## src/rtl/dma2_pkg.sv

```systemverilog
package dma2_pkg;

    typedef enum logic [1:0] {
        SZ_BYTE = 2'd0,
        SZ_HALF = 2'd1,
        SZ_WORD = 2'd2
    } unit_sz_e;

    // command word layout (bit positions are decoded by software)
    typedef struct packed {
        logic       go;        // 15
        logic [5:0] spare_hi;  // 14:9
        logic       quad;      // 8  four-byte units
        logic       spare_lo;  // 7
        logic [2:0] lvl;       // 6:4 interrupt level minus 3
        logic       pri;       // 3
        logic       to_mem;    // 2  peripheral -> memory
        logic       half;      // 1  two-byte units
        logic       en;        // 0
    } cmd_t;

    // status word layout, bit 0 first from the right
    typedef struct packed {
        logic wrap;   // 6
        logic align;  // 5
        logic berr;   // 4
        logic halt;   // 3
        logic acc;    // 2
        logic intr;   // 1
        logic armed;  // 0
    } stat_t;

    localparam int LVL_BIAS = 3;

    function automatic unit_sz_e unit_size(cmd_t c);
        if (c.quad)      return SZ_WORD;
        else if (c.half) return SZ_HALF;
        return SZ_BYTE;
    endfunction

    function automatic logic [2:0] unit_step(unit_sz_e s);
        return 3'(1) << s;
    endfunction

    function automatic logic misaligned(unit_sz_e s, logic [1:0] lo);
        case (s)
            SZ_HALF: return lo[0];
            SZ_WORD: return |lo;
            default: return 1'b0;
        endcase
    endfunction

endpackage

```

## src/rtl/dma2_chan.sv

```systemverilog
module dma2_chan
    import dma2_pkg::*;
#(
    parameter int ADDR_W  = 32,
    parameter int CNT_W   = 32,
    parameter int NCNT_W  = 16,
    parameter int DATA_W  = 32
) (
    input  logic              clk,
    input  logic              rst,
    input  logic              wr_addr,
    input  logic              wr_cnt,
    input  logic              cnt_narrow,
    input  logic              wr_cmd,
    input  logic [DATA_W-1:0] wdata,
    input  logic              clr_intr,
    input  logic              busy,
    input  logic              unit_done,
    input  logic              unit_err,
    input  logic              req_in,
    output logic [ADDR_W-1:0] ch_addr,
    output logic [CNT_W-1:0]  ch_count,
    output cmd_t              ch_cmd,
    output stat_t             ch_stat,
    output unit_sz_e          ch_size,
    output logic              ch_we,
    output logic              want
);

    logic [ADDR_W-1:0] addr_q;
    logic [CNT_W-1:0]  cnt_q;
    cmd_t              cmd_q;
    logic armed_q, intr_q, halt_q, berr_q, align_q, wrap_q;

    cmd_t     new_cmd;
    unit_sz_e new_sz;
    logic     arm_req, bad_align;
    logic [ADDR_W:0] next_addr;

    always_comb begin
        new_cmd   = cmd_t'(wdata[15:0]);
        new_sz    = unit_size(new_cmd);
        arm_req   = wr_cmd && new_cmd.en && new_cmd.go;
        bad_align = misaligned(new_sz, addr_q[1:0]);
        next_addr = {1'b0, addr_q} + (ADDR_W+1)'(unit_step(unit_size(cmd_q)));
    end

    always_ff @(posedge clk) begin
        if (rst) begin
            addr_q  <= '0;
            cnt_q   <= '0;
            cmd_q   <= '0;
            armed_q <= 1'b0;
            intr_q  <= 1'b0;
            halt_q  <= 1'b0;
            berr_q  <= 1'b0;
            align_q <= 1'b0;
            wrap_q  <= 1'b0;
        end else begin
            if (clr_intr)
                intr_q <= 1'b0;
            if (wr_addr)
                addr_q <= wdata[ADDR_W-1:0];
            if (wr_cnt)
                cnt_q <= cnt_narrow ? CNT_W'(wdata[NCNT_W-1:0]) : wdata[CNT_W-1:0];
            if (wr_cmd) begin
                cmd_q  <= new_cmd;
                if (arm_req) begin
                    berr_q <= 1'b0;
                    wrap_q <= 1'b0;
                    if (bad_align) begin
                        armed_q <= 1'b0;
                        halt_q  <= 1'b1;
                        align_q <= 1'b1;
                        intr_q  <= 1'b1;
                    end else begin
                        armed_q <= 1'b1;
                        halt_q  <= 1'b0;
                        align_q <= 1'b0;
                        intr_q  <= 1'b0;
                    end
                end else begin
                    armed_q <= 1'b0;
                end
            end else if (unit_done && armed_q) begin
                if (unit_err) begin
                    berr_q  <= 1'b1;
                    halt_q  <= 1'b1;
                    armed_q <= 1'b0;
                    intr_q  <= 1'b1;
                end else begin
                    addr_q <= next_addr[ADDR_W-1:0];
                    if (next_addr[ADDR_W])
                        wrap_q <= 1'b1;
                    cnt_q <= cnt_q - 1'b1;
                    if (cnt_q == '0) begin
                        armed_q <= 1'b0;
                        halt_q  <= 1'b1;
                        intr_q  <= 1'b1;
                    end
                end
            end
        end
    end

    always_comb begin
        ch_addr  = addr_q;
        ch_count = cnt_q;
        ch_cmd   = cmd_q;
        ch_size  = unit_size(cmd_q);
        ch_we    = cmd_q.to_mem;
        want     = armed_q && req_in;
        ch_stat  = '{wrap: wrap_q, align: align_q, berr: berr_q, halt: halt_q,
                     acc: busy, intr: intr_q, armed: armed_q};
    end

    AST_ARMED_NEVER_HALTED: assert property (@(posedge clk) disable iff (rst)
        !(armed_q && halt_q));
    AST_INTR_WITH_HALT: assert property (@(posedge clk) disable iff (rst)
        $rose(intr_q) |-> halt_q);
    AST_ALIGN_NOT_ARMED: assert property (@(posedge clk) disable iff (rst)
        align_q |-> !armed_q);

endmodule

```

## src/rtl/dma2_arb.sv

```systemverilog
module dma2_arb #(
    parameter int NCH = 2
) (
    input  logic [NCH-1:0] want,
    input  logic [NCH-1:0] pri,
    output logic [NCH-1:0] grant
);

    logic [NCH-1:0] hot;

    always_comb begin
        hot   = want & pri;
        grant = '0;
        if (|hot) begin
            for (int i = NCH - 1; i >= 0; i--)
                if (hot[i]) grant = NCH'(1) << i;
        end else begin
            for (int i = NCH - 1; i >= 0; i--)
                if (want[i]) grant = NCH'(1) << i;
        end
    end

endmodule

```

## src/rtl/dma2_engine.sv

```systemverilog
module dma2_engine
    import dma2_pkg::*;
#(
    parameter int NCH    = 2,
    parameter int ADDR_W = 32
) (
    input  logic                         clk,
    input  logic                         rst,
    input  logic [NCH-1:0]               grant,
    input  logic [NCH-1:0][ADDR_W-1:0]   ch_addr,
    input  unit_sz_e [NCH-1:0]           ch_size,
    input  logic [NCH-1:0]               ch_we,
    input  logic                         mem_ready,
    input  logic                         mem_err,
    output logic                         mem_req,
    output logic                         mem_we,
    output logic [ADDR_W-1:0]            mem_addr,
    output logic [1:0]                   mem_size,
    output logic [NCH-1:0]               unit_done,
    output logic                         unit_err,
    output logic [NCH-1:0]               busy,
    output logic [NCH-1:0]               per_ack
);

    localparam int OW = (NCH > 1) ? $clog2(NCH) : 1;

    typedef enum logic {ST_IDLE, ST_XFER} eng_st_e;

    eng_st_e        st_q;
    logic [OW-1:0]  owner_q;
    logic [OW-1:0]  pick;

    always_comb begin
        pick = '0;
        for (int i = 0; i < NCH; i++)
            if (grant[i]) pick = OW'(i);
    end

    always_ff @(posedge clk) begin
        if (rst) begin
            st_q    <= ST_IDLE;
            owner_q <= '0;
        end else begin
            case (st_q)
                ST_IDLE: if (|grant) begin
                    st_q    <= ST_XFER;
                    owner_q <= pick;
                end
                ST_XFER: if (mem_ready) st_q <= ST_IDLE;
                default: st_q <= ST_IDLE;
            endcase
        end
    end

    always_comb begin
        mem_req  = (st_q == ST_XFER);
        mem_addr = ch_addr[owner_q];
        mem_size = ch_size[owner_q];
        mem_we   = ch_we[owner_q];
        unit_err = mem_err;
        for (int i = 0; i < NCH; i++) begin
            busy[i]      = mem_req && (owner_q == OW'(i));
            unit_done[i] = busy[i] && mem_ready;
            per_ack[i]   = unit_done[i] && !mem_err;
        end
    end

    AST_GRANT_ONEHOT: assert property (@(posedge clk) disable iff (rst)
        $onehot0(grant));
    AST_DONE_ONEHOT: assert property (@(posedge clk) disable iff (rst)
        $onehot0(unit_done));

endmodule

```

## src/rtl/dma2_ctrl.sv

```systemverilog
module dma2_ctrl
    import dma2_pkg::*;
#(
    parameter int NCH    = 2,
    parameter int ADDR_W = 32,
    parameter int DATA_W = 32,
    parameter int CNT_W  = 32,
    parameter int NCNT_W = 16
) (
    input  logic                        clk,
    input  logic                        rst,
    input  logic                        reg_wr,
    input  logic                        reg_rd,
    input  logic [$clog2(NCH)+2:0]      reg_addr,
    input  logic [DATA_W-1:0]           reg_wdata,
    output logic [DATA_W-1:0]           reg_rdata,
    input  logic [NCH-1:0]              per_req,
    output logic [NCH-1:0]              per_ack,
    input  logic [DATA_W-1:0]           per_wdata,
    output logic [DATA_W-1:0]           per_rdata,
    output logic                        mem_req,
    output logic                        mem_we,
    output logic [ADDR_W-1:0]           mem_addr,
    output logic [1:0]                  mem_size,
    output logic [DATA_W-1:0]           mem_wdata,
    input  logic [DATA_W-1:0]           mem_rdata,
    input  logic                        mem_ready,
    input  logic                        mem_err,
    output logic [NCH-1:0]              irq,
    output logic [3*NCH-1:0]            irq_level
);

    localparam int CH_W  = $clog2(NCH);
    localparam int IDX_W = CH_W + 3;

    localparam logic [1:0] OFF_ADDR = 2'd0;
    localparam logic [1:0] OFF_CNT  = 2'd1;
    localparam logic [1:0] OFF_CMD  = 2'd2;
    localparam logic [1:0] OFF_STAT = 2'd3;

    logic              native;
    logic [CH_W-1:0]   sel_ch;
    logic [1:0]        off;

    logic [NCH-1:0][ADDR_W-1:0] ch_addr;
    logic [NCH-1:0][CNT_W-1:0]  ch_count;
    cmd_t     [NCH-1:0]         ch_cmd;
    stat_t    [NCH-1:0]         ch_stat;
    unit_sz_e [NCH-1:0]         ch_size;
    logic [NCH-1:0]             ch_we, want, pri, grant;
    logic [NCH-1:0]             busy, unit_done;
    logic                       unit_err;

    assign native = reg_addr[IDX_W-1];
    assign sel_ch = reg_addr[IDX_W-2:2];
    assign off    = reg_addr[1:0];

    for (genvar c = 0; c < NCH; c++) begin : g_ch
        logic hit, w_addr, w_cnt, w_cmd, rd_clr;
        assign hit    = (sel_ch == CH_W'(c));
        assign w_addr = reg_wr && hit && (off == OFF_ADDR);
        assign w_cnt  = reg_wr && hit && (off == OFF_CNT);
        assign w_cmd  = reg_wr && hit && (off == OFF_CMD);
        assign rd_clr = reg_rd && hit && !native && (off == OFF_ADDR);

        dma2_chan #(
            .ADDR_W (ADDR_W),
            .CNT_W  (CNT_W),
            .NCNT_W (NCNT_W),
            .DATA_W (DATA_W)
        ) u_chan (
            .clk        (clk),
            .rst        (rst),
            .wr_addr    (w_addr),
            .wr_cnt     (w_cnt),
            .cnt_narrow (!native),
            .wr_cmd     (w_cmd),
            .wdata      (reg_wdata),
            .clr_intr   (rd_clr),
            .busy       (busy[c]),
            .unit_done  (unit_done[c]),
            .unit_err   (unit_err),
            .req_in     (per_req[c]),
            .ch_addr    (ch_addr[c]),
            .ch_count   (ch_count[c]),
            .ch_cmd     (ch_cmd[c]),
            .ch_stat    (ch_stat[c]),
            .ch_size    (ch_size[c]),
            .ch_we      (ch_we[c]),
            .want       (want[c])
        );

        assign pri[c]            = ch_cmd[c].pri;
        assign irq[c]            = ch_stat[c].intr;
        assign irq_level[3*c +: 3] = ch_cmd[c].lvl + 3'(LVL_BIAS);
    end

    dma2_arb #(.NCH(NCH)) u_arb (
        .want  (want),
        .pri   (pri),
        .grant (grant)
    );

    dma2_engine #(.NCH(NCH), .ADDR_W(ADDR_W)) u_eng (
        .clk       (clk),
        .rst       (rst),
        .grant     (grant),
        .ch_addr   (ch_addr),
        .ch_size   (ch_size),
        .ch_we     (ch_we),
        .mem_ready (mem_ready),
        .mem_err   (mem_err),
        .mem_req   (mem_req),
        .mem_we    (mem_we),
        .mem_addr  (mem_addr),
        .mem_size  (mem_size),
        .unit_done (unit_done),
        .unit_err  (unit_err),
        .busy      (busy),
        .per_ack   (per_ack)
    );

    assign mem_wdata = per_wdata;
    assign per_rdata = mem_rdata;

    always_comb begin
        reg_rdata = '0;
        case ({native, off})
            {1'b0, OFF_ADDR}: reg_rdata = DATA_W'(ch_addr[sel_ch]);
            {1'b0, OFF_CNT }: reg_rdata = DATA_W'(ch_count[sel_ch][NCNT_W-1:0]);
            {1'b0, OFF_CMD }: reg_rdata = DATA_W'(ch_stat[sel_ch]);
            {1'b1, OFF_ADDR}: reg_rdata = DATA_W'(ch_addr[sel_ch]);
            {1'b1, OFF_CNT }: reg_rdata = DATA_W'(ch_count[sel_ch]);
            {1'b1, OFF_CMD }: reg_rdata = DATA_W'(ch_cmd[sel_ch]);
            {1'b1, OFF_STAT}: reg_rdata = DATA_W'(ch_stat[sel_ch]);
            default:          reg_rdata = '0;
        endcase
    end

    AST_ONE_ACK: assert property (@(posedge clk) disable iff (rst)
        $onehot0(per_ack));
    AST_BUS_HOLD: assert property (@(posedge clk) disable iff (rst)
        mem_req && !mem_ready |=> mem_req && $stable(mem_addr));
    AST_ACK_NEEDS_REQ: assert property (@(posedge clk) disable iff (rst)
        |per_ack |-> mem_req && mem_ready && !mem_err);

endmodule

```

## config.mk

```make
export PLATFORM = sky130hd
export DESIGN_NAME = dma2_ctrl
export DESIGN_NICKNAME = d
export VERILOG_FILES = /design/src/rtl/dma2_pkg.sv /design/src/rtl/dma2_chan.sv /design/src/rtl/dma2_arb.sv /design/src/rtl/dma2_engine.sv /design/src/rtl/dma2_ctrl.sv
export SDC_FILE = /design/constraint.sdc
export NUM_CORES = 1
export LEC_CHECK = 0
export ABC_CLOCK_PERIOD_IN_PS = 2100
export BUFFER_PORTS_ARGS = -buffer_cell sky130_fd_sc_hd__buf_2
export CAP_MARGIN = 5
export CELL_PAD_IN_SITES_DETAIL_PLACEMENT = 1
export CELL_PAD_IN_SITES_GLOBAL_PLACEMENT = 1
export CORE_ASPECT_RATIO = 1.4
export CORE_MARGIN = 2
export CORE_UTILIZATION = 37
export DETAILED_ROUTE_END_ITERATION = 6
export PLACE_DENSITY_LB_ADDON = 0.1
export SLEW_MARGIN = 20
export SYNTH_ARGS = -nofsm -noshare
export SYNTH_HDL_FRONTEND = slang
export SYNTH_SLANG_ARGS = --single-unit
```

## constraint.sdc

```tcl
create_clock -name clk -period 2.1 [get_ports clk]
set_input_delay 0.21 -clock clk [delete_from_list [all_inputs] [get_ports clk]]
set_output_delay 0.21 -clock clk [all_outputs]
set_load 0.1 [all_outputs]
```

==> flow_summary.toml, run 1 <==
[status]
outcome = "complete, but fails checks"
failed_checks = "setup timing"

[run]
maxCapViolCount = 0

[placement]
place_congestion = 0.969
placed_cell_area_sq_um = 15500
hpwl_um = 45200
port_buffers = 121

[grt]
grt_pass1_wl_um = 89300
grt_max_degree = 70
grtUsageMet2_pct = 59.2
antenna_found_initial = 1
grt_overflow = 0
grt_pass1_vias = 14300
grtUsageTotal_pct = 35.2
gr-max-usage-layer = "met2"
grt_use_met3_pct = 4.30
use_met1_pct = 41.1

[routing]
drtIter0Drc = 1051
wl_um = 60400
vias = 14000
drc_errors = 0
vias_per_cell = 6.30
wire_per_inst_um = 27.2
dr.pass1.iters = 5
ant_nets = 0

[logic_synthesis]
syn_nets = 1672
ys.warnings.count = 0
synth_cell_types = 78
synth_edf_count = 0
seq_area_frac_synth_pct = 29.1
async_reset_ff_share_pct = 0
synth.avg_cell_area_sq_um = 7.71
synth-seq-cells = 174
synth_ff_type = "dfxtp_1"
synth.cell_area_sq_um = 12000
syn_inst = 1552

[pwr]
irDropWorstVdd_mv = 0.468
combPwrFrac_pct = 22.8
powerDensity_nw_per_um2 = 542
clkPwrFrac_pct = 39.6
p_int_mw = 6.22
switchingPower_mw = 2.89
seq_power_share_pct = 37.7
swShare_pct = 31.7
leakagePower_nw = 6.54

[sta]
slew_violations = 0
hold_viol_final = 0
setup_viol = 7
worst_slack_ps = -85.6
tightest_slew_ps = 663
post-route-min-period_ps = 2190
fin_worst_skew_ps = 15.1
rsz0062_at_grt = "true"
slew_headroom_pct = 55.4
max_freq_ghz = 0.458
fin_crit_sh_pct = 104

[die]
core_sq_um = 31700
die_w_um = 156
die-area_sq_um = 33800
io_pins = 250
fp.dieH_um = 217
initial_core_util_pct = 37.7
rows = 77

[finish]
drive_above_1_share_pct = 35.4
syn_to_final_growth_pct = 40.6
mostFrequentLayoutCell = "buf_4"
nets = 1930
final_util_pct = 53.1
fillers = 3725
final_cell_mix = "buf_4, nand2_1, dfxtp_1"
finalInstanceArea_sq_um = 16800
n_antenna_cell = 0

[clocking]
worstSkewPairLatency_ps = 470
clock_path_buffers = 2
numCtsBuffers = 17
clockRootBuffer = "clkbuf_16"
htree_num_levels = 4
clk_transition_reported_paths_ps = 70
cts_tree = "done"
cts_sinks = 174

[critical_path]
crit_slowest_cell = "or4_4"
arrival_ps = 2520
critPathKind = "flip-flop to flip-flop"
required_ps = 2430
startpoint_type = "flip-flop"
regToRegStartpoint = "g_ch[0].u_chan.ch_cmd[1]$_SDFFE_PP0P_"
startpoint = "g_ch[0].u_chan.ch_cmd[1]$_SDFFE_PP0P_"
crit_path_cell_trace = "nor2b_4, buf_6, ha_4, a211oi_4, or4_4, o31a_1, o21ai_1, a21oi_1"
max_stage_delay_ps = 540
worstPathMaxFanout = 5
end_kind = "flip-flop"

[min_path]
min_from = "mem_ready"
min_path_type = "input port to flip-flop"
[path summary, 6_finish.rpt]
path | cells past startpoint | end | slack (ps)
min reg2reg | 2 | g_ch[1].u_chan.ch_cmd[0]$_SDFFE_PP0P_ | 460
max reg2reg | 8 | g_ch[0].u_chan.ch_addr[21]$_SDFF_PP0_ | -90
min | 2 | u_eng.mem_req$_SDFF_PP0_ | 60
max | 8 | g_ch[0].u_chan.ch_addr[21]$_SDFF_PP0_ | -90
[worst max-delay path, delay by kind of cell (launching register included)]
kind	cells	cell delay, ps
AO/OA/AOI/OAI	4	660
adder cells (fa/ha/maj)	1	270
buffers and inverters	1	110
flip-flops	1	340
AND/OR/NAND/NOR	2	670
[synthesized netlist by cell type (all sizes together), types with 9 or more instances]
| library cell | number | share of area (%) |
|---|---|---|
| dfxtp | 174 | 29 |
| nand2 | 174 | 5.5 |
| a21oi | 134 | 5.6 |
| nor2 | 102 | 3.2 |
| clkbuf | 99 | 3.1 |
| buf | 93 | 5.2 |
| mux2i | 70 | 5.9 |
| o21ai | 63 | 2.6 |
| a31oi | 40 | 2.1 |
| nor3 | 40 | 1.8 |
| nand4 | 39 | 2.0 |
| nand3 | 38 | 1.6 |
| a211oi | 37 | 2.3 |
| mux2 | 34 | 3.2 |
| nor4 | 31 | 2.1 |
| o22ai | 29 | 1.5 |
| or3 | 29 | 1.5 |
| inv | 28 | 0.88 |
| a22oi | 25 | 1.6 |
| xor2 | 24 | 1.8 |
| a221oi | 21 | 1.5 |
| or4 | 17 | 1.1 |
| and3 | 16 | 0.84 |
| o211ai | 16 | 1.0 |
| xnor2 | 13 | 0.95 |
| a32oi | 10 | 0.73 |
| and2 | 10 | 0.52 |
| ha | 10 | 1.0 |
| o311ai | 9 | 0.66 |
| o31ai | 9 | 0.56 |
[timing repair]
item | in CTS | in global routing
cloned | 1 | 1
pin swaps | 11 | 30
setup endpoints to repair | 79 | 82
hold buffers | 0 | 0
resized for setup | 51 | 70
setup buffers | 9 | 14
[power groups by stage]
stage	clock network (mW)	registers [mW]	logic, mW
2_1_floorplan	0	3.50	1.69
3_3_place_gp	0	3.50	1.93
3_5_place_dp	0	3.50	1.95
4_1_cts	3.64	3.43	2.00
5_1_grt	3.78	3.44	2.16
6_report	3.61	3.43	2.08
[per-stage QoR]
stage / setup TNS [ps] / total power, mW / std cells / hold WS, ps / setup WS, ps
detailed placement: -4680 / 5.45 / 2162 / 421 / -262
CTS: -149 / 9.07 / 2203 / 48.0 / -64.3
finish: -289 / 9.11 / 2217 / 64.4 / -85.6
global route: -1690 / 9.39 / 2217 / 59.4 / -166
floorplan: -888 / 5.19 / 1552 / 316 / -419
global placement: -1950 / 5.43 / 2162 / 421 / -236
[routing by layer]
| layer | vias up | wire length, um |
|---|---|---|
| li1 | 6282 | - |
| met1 | 6932 | 23600 |
| met2 | 564 | 28900 |
| met3 | 179 | 3240 |
| met4 | 2 | 4710 |
| met5 | - | 11 |
[layout make-up]
type / count / area (sq um) / area share (%)
Multi-Input combinational cell: 1157 / 8390 / 49.9
Clock inverter: 11 / 161 / 0.959
Inverter: 29 / 109 / 0.647
Timing Repair Buffer: 431 / 3690 / 21.9
Tap cell: 395 / 494 / 2.94
Sequential cell: 174 / 3500 / 20.8
Clock buffer: 20 / 478 / 2.84
[cell families (layout without fill, tap and decap cells)]
logic type | Yosys count | in the layout | synth area share [%]
adders and majority gates | 12 | 12 | 1.38
and+or+nand+nor | 549 | 549 | 23.7
muxes | 104 | 104 | 9.06
buffers and inverters | 221 | 491 | 9.22
AOI/OAI and AO/OA | 455 | 455 | 24.8
DFF | 174 | 174 | 29.1
xor gates and xnor gates | 37 | 37 | 2.71
Note: power is estimated with default switching activity, not from simulation.
==> run 2: changes to the inputs <==
--- a/config.mk
+++ b/config.mk
@@ -15,6 +15,7 @@
 export CORE_UTILIZATION = 37
 export DETAILED_ROUTE_END_ITERATION = 6
 export PLACE_DENSITY_LB_ADDON = 0.1
+export REMOVE_ABC_BUFFERS = 1
 export SLEW_MARGIN = 20
 export SYNTH_ARGS = -nofsm -noshare
 export SYNTH_HDL_FRONTEND = slang
==> flow_summary.toml, run 2 (synthesis results as in run 1) <==
[clocking]
clk_transition_reported_paths_ps = 70
cts_sinks = 174
clockRootBuffer = "clkbuf_16"
cts_tree = "done"
clock_path_buffers = 2
worstSkewPairLatency_ps = 470
numCtsBuffers = 17
htree_num_levels = 4
hold_buffers = 0

[routing]
dr.pass1.iters = 6
wl_um = 66200
drc_errors = 0
drtIter0Drc = 1133
vias_per_cell = 6.46
wire_per_inst_um = 29.5
vias = 14500
ant_nets = 0

[sta]
post-route-min-period_ps = 2240
setup_viol = 18
fin_crit_sh_pct = 107
max_freq_ghz = 0.445
setup_tns_ps = -732
rsz0062_at_grt = "true"
worst_slack_ps = -145
slew_headroom_pct = 47.9
fin_worst_skew_ps = 9.57
slew_violations = 0
hold_viol_final = 0
tightest_slew_ps = 781

[grt]
grtUsageTotal_pct = 38.3
grt_overflow = 0
grt_pass1_wl_um = 95600
antenna_found_initial = 0
grt_max_degree = 69
grt_pass1_vias = 14800

[status]
failed_checks = "setup timing"
outcome = "complete, but fails checks"

[die]
fp.dieH_um = 217
core_sq_um = 31700
rows = 77
die_w_um = 156
die-area_sq_um = 33800
initial_core_util_pct = 37.7
io_pins = 250

[finish]
n_antenna_cell = 0
drive_above_1_share_pct = 35.2
multi_input_area_sq_um = 8130
final_cell_mix = "buf_4, nand2_1, dfxtp_1"
nets = 1952
fillers = 3749
layout.area.seq_sq_um = 3510
finalInstanceArea_sq_um = 16900
mostFrequentLayoutCell = "buf_4"
syn_to_final_growth_pct = 41.2
fin_cells = 2240

[placement]
place_congestion = 0.948
pre_cts_ws_ps = -298
dp.cells = 2176
port_buffers = 121
placed_cell_area_sq_um = 15100
hpwl_um = 48900

[critical_path]
end_kind = "flip-flop"
max_stage_delay_ps = 380
arrival_ps = 2640
required_ps = 2490
crit_path_cell_trace = "nor2_4, ha_4, fa_2, a21o_1, nor3b_4, buf_12, nand4_1, or3_1, a31oi_1"
worstPathMaxFanout = 6
startpoint_type = "flip-flop"
crit_slowest_cell = "or3_1"
critPathKind = "flip-flop to flip-flop"

[pwr]
irDropWorstVdd_mv = 0.466
leakagePower_nw = 6.63
powerDensity_nw_per_um2 = 547

[min_path]
min_path_type = "input port to flip-flop"

[run]
maxCapViolCount = 0
## run 2: cell count changes in the layout (fill, tap and decap cells not counted), moves of 8 or more
cell and change:
buf_4 +16, o22ai_4 -16, o22ai_1 +14, a21oi_1 +10
buf_2 -8
## run 2: routing by layer
layer  GRT usage [%]  vias up  wire (um)
met4            22.3        6       3890
met3            11.2      186       5610
li1                -     6306          -
met2            62.5      698      31400
met5            6.99        -        246
met1            43.8     7282      25100
## run 2: path summary, 6_finish.rpt
check                                                            start                                     end  slack [ps]  depth (start not counted)
worst max-delay path             g_ch[1].u_chan.ch_cmd[1]$_SDFFE_PP0P_   g_ch[1].u_chan.ch_addr[30]$_SDFF_PP0_        -140                          9
worst min-delay path                                     reg_wdata[24]   g_ch[0].u_chan.ch_addr[24]$_SDFF_PP0_          40                          3
worst max register to register   g_ch[1].u_chan.ch_cmd[1]$_SDFFE_PP0P_   g_ch[1].u_chan.ch_addr[30]$_SDFF_PP0_        -140                          9
worst min register to register  g_ch[1].u_chan.ch_cmd[10]$_SDFFE_PP0P_  g_ch[1].u_chan.ch_cmd[10]$_SDFFE_PP0P_         460                          2
## run 2: layout make-up
class                   instances  area share (%)
clock buffers                  18            2.60
clock inverters                14            1.21
inverters                      29           0.644
multi-input cells            1157            48.1
flip-flops and latches        174            20.8
well taps                     395            2.93
repair buffers                453            23.8
## run 2: critical path, delay by kind of cell, from the launching register on
family	cells	cell delay, ps
compound gates	2	350
fa+ha+maj	2	360
buf+inv	1	180
flops	1	350
simple gates	4	920
## run 2: timing repair
| item | 4_1_cts | 5_1_grt |
|---|---|---|
| resized for setup | 96 | 109 |
| buffers inserted | 12 | 20 |
| pin swaps | 28 | 54 |
| gates cloned | 2 | 1 |
| setup endpoints to repair | 99 | 103 |
## run 2: report_power, final
| part | internal, mW | switching [mW] |
|---|---|---|
| clock | 2.05 | 1.62 |
| sequential | 3.36 | 0.0651 |
| combinational | 0.784 | 1.35 |
## run 2: per-stage QoR
step	hold slack (ps)	power (mW)	utilization (%)
after floorplan	279	4.41	-
after detailed placement	421	5.40	47.6
after CTS	24.6	9.05	51.4
after global routing	57.0	9.46	53.3
final	42.0	9.23	53.3
after global placement	421	5.37	47.6
